$ cat src/rtl/sgh_pkg.sv
package sgh_pkg;

    typedef enum logic [1:0] {
        M_AWAKE  = 2'd0,
        M_ASLEEP = 2'd1,
        M_WAKING = 2'd2
    } mode_e;

    typedef struct packed {
        mode_e mode;
        logic  held;
        logic  void_txn;
        logic  cs_prev;
        logic  sck_prev;
        logic  cs_out;
    } gate_state_t;

endpackage

$ cat src/rtl/sgh_op_capture.sv
module sgh_op_capture #(
    parameter int               OPW   = 8,
    parameter logic [OPW-1:0]   MATCH = 8'hB9
) (
    input  logic clk,
    input  logic rst_n,
    input  logic clear,
    input  logic shift_en,
    input  logic bit_in,
    output logic match
);
    localparam int CW = $clog2(OPW + 1);
    localparam logic [CW-1:0] FULL = CW'(OPW);

    logic [OPW-1:0] sh_d, sh_q;
    logic [CW-1:0]  cnt_d, cnt_q;

    always_comb begin
        sh_d  = sh_q;
        cnt_d = cnt_q;
        if (clear) begin
            cnt_d = '0;
        end else if (shift_en && cnt_q != FULL) begin
            sh_d  = {sh_q[OPW-2:0], bit_in};
            cnt_d = cnt_q + 1'b1;
        end
    end

    always_ff @(posedge clk or negedge rst_n) begin
        if (!rst_n) begin
            sh_q  <= '0;
            cnt_q <= '0;
        end else begin
            sh_q  <= sh_d;
            cnt_q <= cnt_d;
        end
    end

    assign match = (cnt_q == FULL) && (sh_q == MATCH);

    // a full byte is never disturbed by later bits
    a_r10_freeze_after_byte: assert property (@(posedge clk) disable iff (!rst_n)
        (cnt_q == FULL && !clear) |=> $stable(sh_q));

    a_r10_count_bound: assert property (@(posedge clk) disable iff (!rst_n)
        cnt_q <= FULL);

endmodule

$ cat src/rtl/sgh_wake_timer.sv
module sgh_wake_timer #(
    parameter int CYCLES = 40000
) (
    input  logic clk,
    input  logic rst_n,
    input  logic load,
    input  logic run,
    output logic expire
);
    localparam int CW = $clog2(CYCLES + 1);
    localparam logic [CW-1:0] START = CW'(CYCLES);

    logic [CW-1:0] cnt_d, cnt_q;

    always_comb begin
        cnt_d = cnt_q;
        if (load)
            cnt_d = START;
        else if (run && cnt_q != '0)
            cnt_d = cnt_q - 1'b1;
    end

    always_ff @(posedge clk or negedge rst_n) begin
        if (!rst_n) cnt_q <= '0;
        else        cnt_q <= cnt_d;
    end

    assign expire = run && (cnt_q == CW'(1));

    // recovery always starts from the full count and never underflows
    a_r5_load_full: assert property (@(posedge clk) disable iff (!rst_n)
        load |=> cnt_q == START);
    a_r5_no_underflow: assert property (@(posedge clk) disable iff (!rst_n)
        run |-> cnt_q != '0);

endmodule

$ cat src/rtl/sleep_hold_gate.sv
module sleep_hold_gate #(
    parameter int             OPCODE_W     = 8,
    parameter logic [7:0]     SLEEP_OPCODE = 8'hB9,
    parameter int             WAKE_CYCLES  = 40000
) (
    input  logic clk,
    input  logic rst_n,
    input  logic sck,
    input  logic cs_n,
    input  logic mosi,
    input  logic hold_n,
    output logic sck_rise_en,
    output logic cs_n_out,
    output logic q_oe_allow,
    output logic ready
);
    import sgh_pkg::*;

    gate_state_t s_d, s_q;
    logic sck_rise, cs_fall, cs_rise, live, awake;
    logic op_match, cap_clear, wake_load, wake_run, wake_expire;

    assign awake    = (s_q.mode == M_AWAKE);
    assign live     = awake && !s_q.void_txn && !s_q.held;
    assign sck_rise = sck && !s_q.sck_prev;
    assign cs_fall  = s_q.cs_prev && !cs_n;
    assign cs_rise  = !s_q.cs_prev && cs_n;

    assign wake_load = (s_q.mode == M_ASLEEP) && cs_fall;
    assign wake_run  = (s_q.mode == M_WAKING);
    assign cap_clear = (live && cs_fall) || wake_load;

    sgh_op_capture #(.OPW(OPCODE_W), .MATCH(SLEEP_OPCODE[OPCODE_W-1:0])) u_cap (
        .clk      (clk),
        .rst_n    (rst_n),
        .clear    (cap_clear),
        .shift_en (sck_rise_en),
        .bit_in   (mosi),
        .match    (op_match)
    );

    sgh_wake_timer #(.CYCLES(WAKE_CYCLES)) u_timer (
        .clk    (clk),
        .rst_n  (rst_n),
        .load   (wake_load),
        .run    (wake_run),
        .expire (wake_expire)
    );

    always_comb begin
        s_d          = s_q;
        s_d.sck_prev = sck;
        // chip-select edges are deferred while paused
        s_d.cs_prev  = (awake && s_q.held) ? s_q.cs_prev : cs_n;

        unique case (s_q.mode)
            M_AWAKE:  if (live && cs_rise && op_match) s_d.mode = M_ASLEEP;
            M_ASLEEP: if (wake_load)                   s_d.mode = M_WAKING;
            M_WAKING: if (wake_expire)                 s_d.mode = M_AWAKE;
            default:                                   s_d.mode = M_AWAKE;
        endcase

        if (wake_load)
            s_d.void_txn = 1'b1;
        else if (awake && cs_n)
            s_d.void_txn = 1'b0;

        if (s_d.mode != M_AWAKE)
            s_d.held = 1'b0;
        else if (!sck)
            s_d.held = !hold_n;

        if (awake && s_q.held)
            s_d.cs_out = s_q.cs_out;
        else if (!awake || s_q.void_txn)
            s_d.cs_out = 1'b1;
        else
            s_d.cs_out = cs_n;
    end

    always_ff @(posedge clk or negedge rst_n) begin
        if (!rst_n) begin
            s_q.mode     <= M_AWAKE;
            s_q.held     <= 1'b0;
            s_q.void_txn <= 1'b0;
            s_q.cs_prev  <= 1'b1;
            s_q.sck_prev <= 1'b0;
            s_q.cs_out   <= 1'b1;
        end else begin
            s_q <= s_d;
        end
    end

    assign sck_rise_en = live && !cs_n && sck_rise;
    assign q_oe_allow  = live && !cs_n;
    assign cs_n_out    = s_q.cs_out;
    assign ready       = awake;

    // completed sleep opcode plus chip-select rise drops ready
    a_r2_sleep_entry: assert property (@(posedge clk) disable iff (!rst_n)
        (live && cs_rise && op_match) |=> !ready);

    // not ready means everything toward the engine is blocked
    a_r4_quiet_when_not_ready: assert property (@(posedge clk) disable iff (!rst_n)
        !ready |-> (!q_oe_allow && !sck_rise_en && cs_n_out));

    // chip select seen by the engine is frozen during a pause
    a_r7_cs_frozen: assert property (@(posedge clk) disable iff (!rst_n)
        (s_q.held && $past(s_q.held)) |-> $stable(cs_n_out));

    // the pause state only changes after a cycle with sck low
    a_r8_hold_on_low_sck: assert property (@(posedge clk) disable iff (!rst_n)
        ($past(awake) && awake && (s_q.held != $past(s_q.held))) |-> !$past(sck));

endmodule

$ cat config.mk
export PLATFORM = sky130hd
export DESIGN_NAME = sleep_hold_gate
export DESIGN_NICKNAME = d
export VERILOG_FILES = /design/src/rtl/sgh_pkg.sv /design/src/rtl/sgh_op_capture.sv /design/src/rtl/sgh_wake_timer.sv /design/src/rtl/sleep_hold_gate.sv
export SDC_FILE = /design/constraint.sdc
export NUM_CORES = 1
export LEC_CHECK = 0
export BUFFER_PORTS_ARGS = -buffer_cell sky130_fd_sc_hd__buf_2
export CAP_MARGIN = 15
export CORE_MARGIN = 4
export CORE_UTILIZATION = 64
export CTS_CLUSTER_SIZE = 8
export DETAILED_ROUTE_END_ITERATION = 12
export MAX_ROUTING_LAYER = met4
export PLACE_DENSITY_LB_ADDON = 0.05
export SLEW_MARGIN = 20
export SYNTH_ARGS = -nofsm -noshare
export SYNTH_HDL_FRONTEND = slang
export SYNTH_HIERARCHICAL = 1
export SYNTH_SLANG_ARGS = --single-unit
$ cat constraint.sdc
create_clock -name clk -period 6.6 [get_ports clk]
set_input_delay 0 -clock clk [delete_from_list [all_inputs] [get_ports clk]]
set_output_delay 0 -clock clk [all_outputs]
set_load 0.005 [all_outputs]
==> results.cfg <==
[logic_synthesis]
synth_cell_type_count = 47
seq_area_frac_synth_pct = 46.7
ys_ff_latch = 35
synthCells = 174
synthFlopType = dfrtp_1
yosys-top-cells-count = dfrtp_1 (33), nor2_1 (18), mux2_2 (15)
yosysTopAreaCellShare_pct = 43.9
synthTopCellsByArea = dfrtp_1 (44%), mux2_2 (9.0%), nor2_1 (3.6%)
ys_async_sr_fraction_pct = 100
yosysTopAreaCell = dfrtp_1
synth.cell_area_um2 = 1880
synth.yosys.warnings = 6
yosysMostFrequentCell = dfrtp_1
synth_fp_nets = 184
synth_edf_count = 0
avgSynthCellArea_um2 = 10.8

[floorplan]
die_y_um = 62.2
die_area_um2 = 3870
rows = 19
coreArea_um2 = 2780
die_x_um = 62.2
start_util_pct = 67.6
ios = 10

[worst_setup_path]
end_kind = flop
critPathArrivalTime_ps = 2690
crit_type = reg -> reg
crit_path_cell_trace = and2b_2, or4b_4, or2_2, a2111oi_0, mux2_2
critical_path_required_ps = 6830
cp_slowest_cell = or4b_4
startpoint_type = flop
slowest_delay_ps = 490
rr_worst_depth = 5
critical_path.max_fanout = 7

[final_layout]
layout-drive-gt1-share_pct = 25.5
diodes = 0
areaGrowthSynthToFinish_pct = 10.4
final_area_um2 = 2080
nets = 201

[place]
dpl_cell_area_um2 = 1970
gp_congestion = 0.815
hpwl_um = 2450
placement.io_buffers = 9

[global_routing]
grt.total_usage_pct = 20.3
grt_pass1_wl_um = 6210
grt_max_degree = 36
grt_pass1_vias = 1330
grt-ovfl-total = 0
antenna_found_initial = 0

[pwr]
internal-power_w = 0.000304
p_clk_share_pct = 28.5
switching_share_pct = 26.7
vdd.ir_drop.worst_uv = 244
p_comb_share_pct = 11.3
power_switching_w = 0.000111
seq_power_share_pct = 60.2
pwr_density_cell_nw_per_um2 = 200
p_leak_nw = 0.934

[min_path]
hold_class = in -> reg
min_path_cells = 3

[drt]
drc = 0
vias = 1392
wl_per_cell_um = 15.5
wirelength_um = 3460
routed_via_density = 6.24
drt_iter0_drc = 69
ant_nets = 0
first_pass_iters = 4

[sta]
slew-limit-headroom_pct = 49.6
tns_ps = 0
hold_violations = 0
fin_crit_ps = 2460
finalSetupViolations = 0
drv_slew = 0
rsz0062_at_grt = no
worst_pin_slew_ps = 756
fin_crit_sh_pct = 37.2
max_freq_ghz = 0.407
fin_skew_ps = 8.18

[cts]
post-cts-setup-buffer-count = 0
clk_latency_ps = 340
htreeDepth = 2
clockBufferDepth = 2
numCtsBuffers = 5
clkTransAtPathRegs_ps = 110
cts.sinks = 35
clockRootBuffer = clkbuf_4
cts_tree = yes

[flow_run]
max_cap_violations = 0

[status]
status = complete, no violations
## power by group through the flow
| stage | sequential (W) | clock, W | combinational, W |
|---|---|---|---|
| finish | 0.000250 | 0.000118 | 0.0000468 |
| global route | 0.000254 | 0.000136 | 0.0000524 |
| CTS | 0.000250 | 0.000123 | 0.0000474 |
| detailed placement | 0.000254 | 0 | 0.0000458 |
| global placement | 0.000253 | 0 | 0.0000428 |
| floorplan | 0.000249 | 0 | 0.0000323 |
## final cells by class
cell class              count  area [um^2]
clock inverters             3         25.0
well taps                  31         38.8
fillers                   205          706
flip-flops and latches     35          878
clock buffers               5         37.5
repair buffers             15          100
inverters                   5         18.8
multi-input cells         129          977
## what timing repair did
action | CTS | global route
resized for setup | 0 | 0
hold buffers | 4 | 0
hold endpoints to repair | 36 | 0
## state kept, by name, summed over array words and instances (netlist names)
| signal | cells |
|---|---|
| u_timer/cnt_q | 16 |
| s_q | 6 |
| cs_n_out | 1 |
| u_cap/sh_q | 8 |
| u_cap/cnt_q | 4 |
## cell families after synthesis
| group | Yosys count | synth area share [%] |
|---|---|---|
| and+or+nand+nor | 77 | 25.9 |
| DFF | 35 | 46.7 |
| AOI/OAI and AO/OA | 29 | 11.6 |
| muxes | 18 | 10.6 |
| buffers and inverters | 10 | 2.13 |
| adders and majority gates | 4 | 2.66 |
| xor gates and xnor gates | 1 | 0.466 |
## final timing paths
check                           slack (ps)    from           endpoint
worst max-delay path                  4140  s_q[5]   u_timer/cnt_q[9]
worst min-delay path                    20    cs_n             s_q[3]
worst max register to register        4140  s_q[5]   u_timer/cnt_q[9]
worst min register to register         510  s_q[3]             s_q[3]
max in group asynchronous             5870   rst_n  u_timer/cnt_q[10]
min in group asynchronous              250   rst_n  u_timer/cnt_q[12]
## critical path: cells and delay by family (launching register included)
family	cells	cell delay, ps
AO/OA/AOI/OAI	1	420
flip-flops	1	450
multiplexers	1	390
AND/OR/NAND/NOR	3	1090
## layer usage
layer | track usage [%] | part of all wire, % | vias up | wire length, um
li1 | - | - | 683 | -
met1 | 26.1 | 45 | 679 | 1550
met5 | - | 0 | - | 0
met3 | 5.05 | 3.3 | 4 | 115
met4 | 5.69 | 1.1 | 0 | 38
met2 | 31.7 | 51 | 26 | 1760
## through the flow
step	worst slack [ps]	cells	utilization (%)	hold WS (ps)	power, W
floorplan	4230	174	-	-296	0.000282
global placement	4190	211	70.9	101	0.000296
detailed placement	4140	211	70.9	110	0.000300
CTS	4120	223	74.6	6.87	0.000421
global route	3960	223	74.6	27.7	0.000442
finish	4140	223	74.6	17.6	0.000415
## cell usage in the layout (no fill, tap or decap), drive strengths merged, types with 3 or more instances in the layout
| master | instances |
|---|---|
| inv | 5 |
| nor3 | 3 |
| nand3b | 3 |
| a21o | 3 |
| or3 | 7 |
| nor2 | 18 |
| nor4 | 6 |
| nor2b | 8 |
| nand2 | 10 |
| a211o | 3 |
| dlygate4sd3 | 4 |
| mux2i | 3 |
| clkbuf | 5 |
| dfrtp | 33 |
| a2111oi | 3 |
| or4 | 4 |
| a21oi | 9 |
| buf | 11 |
| mux2 | 15 |
| ha | 4 |
Power figures use the tool's default switching activity.
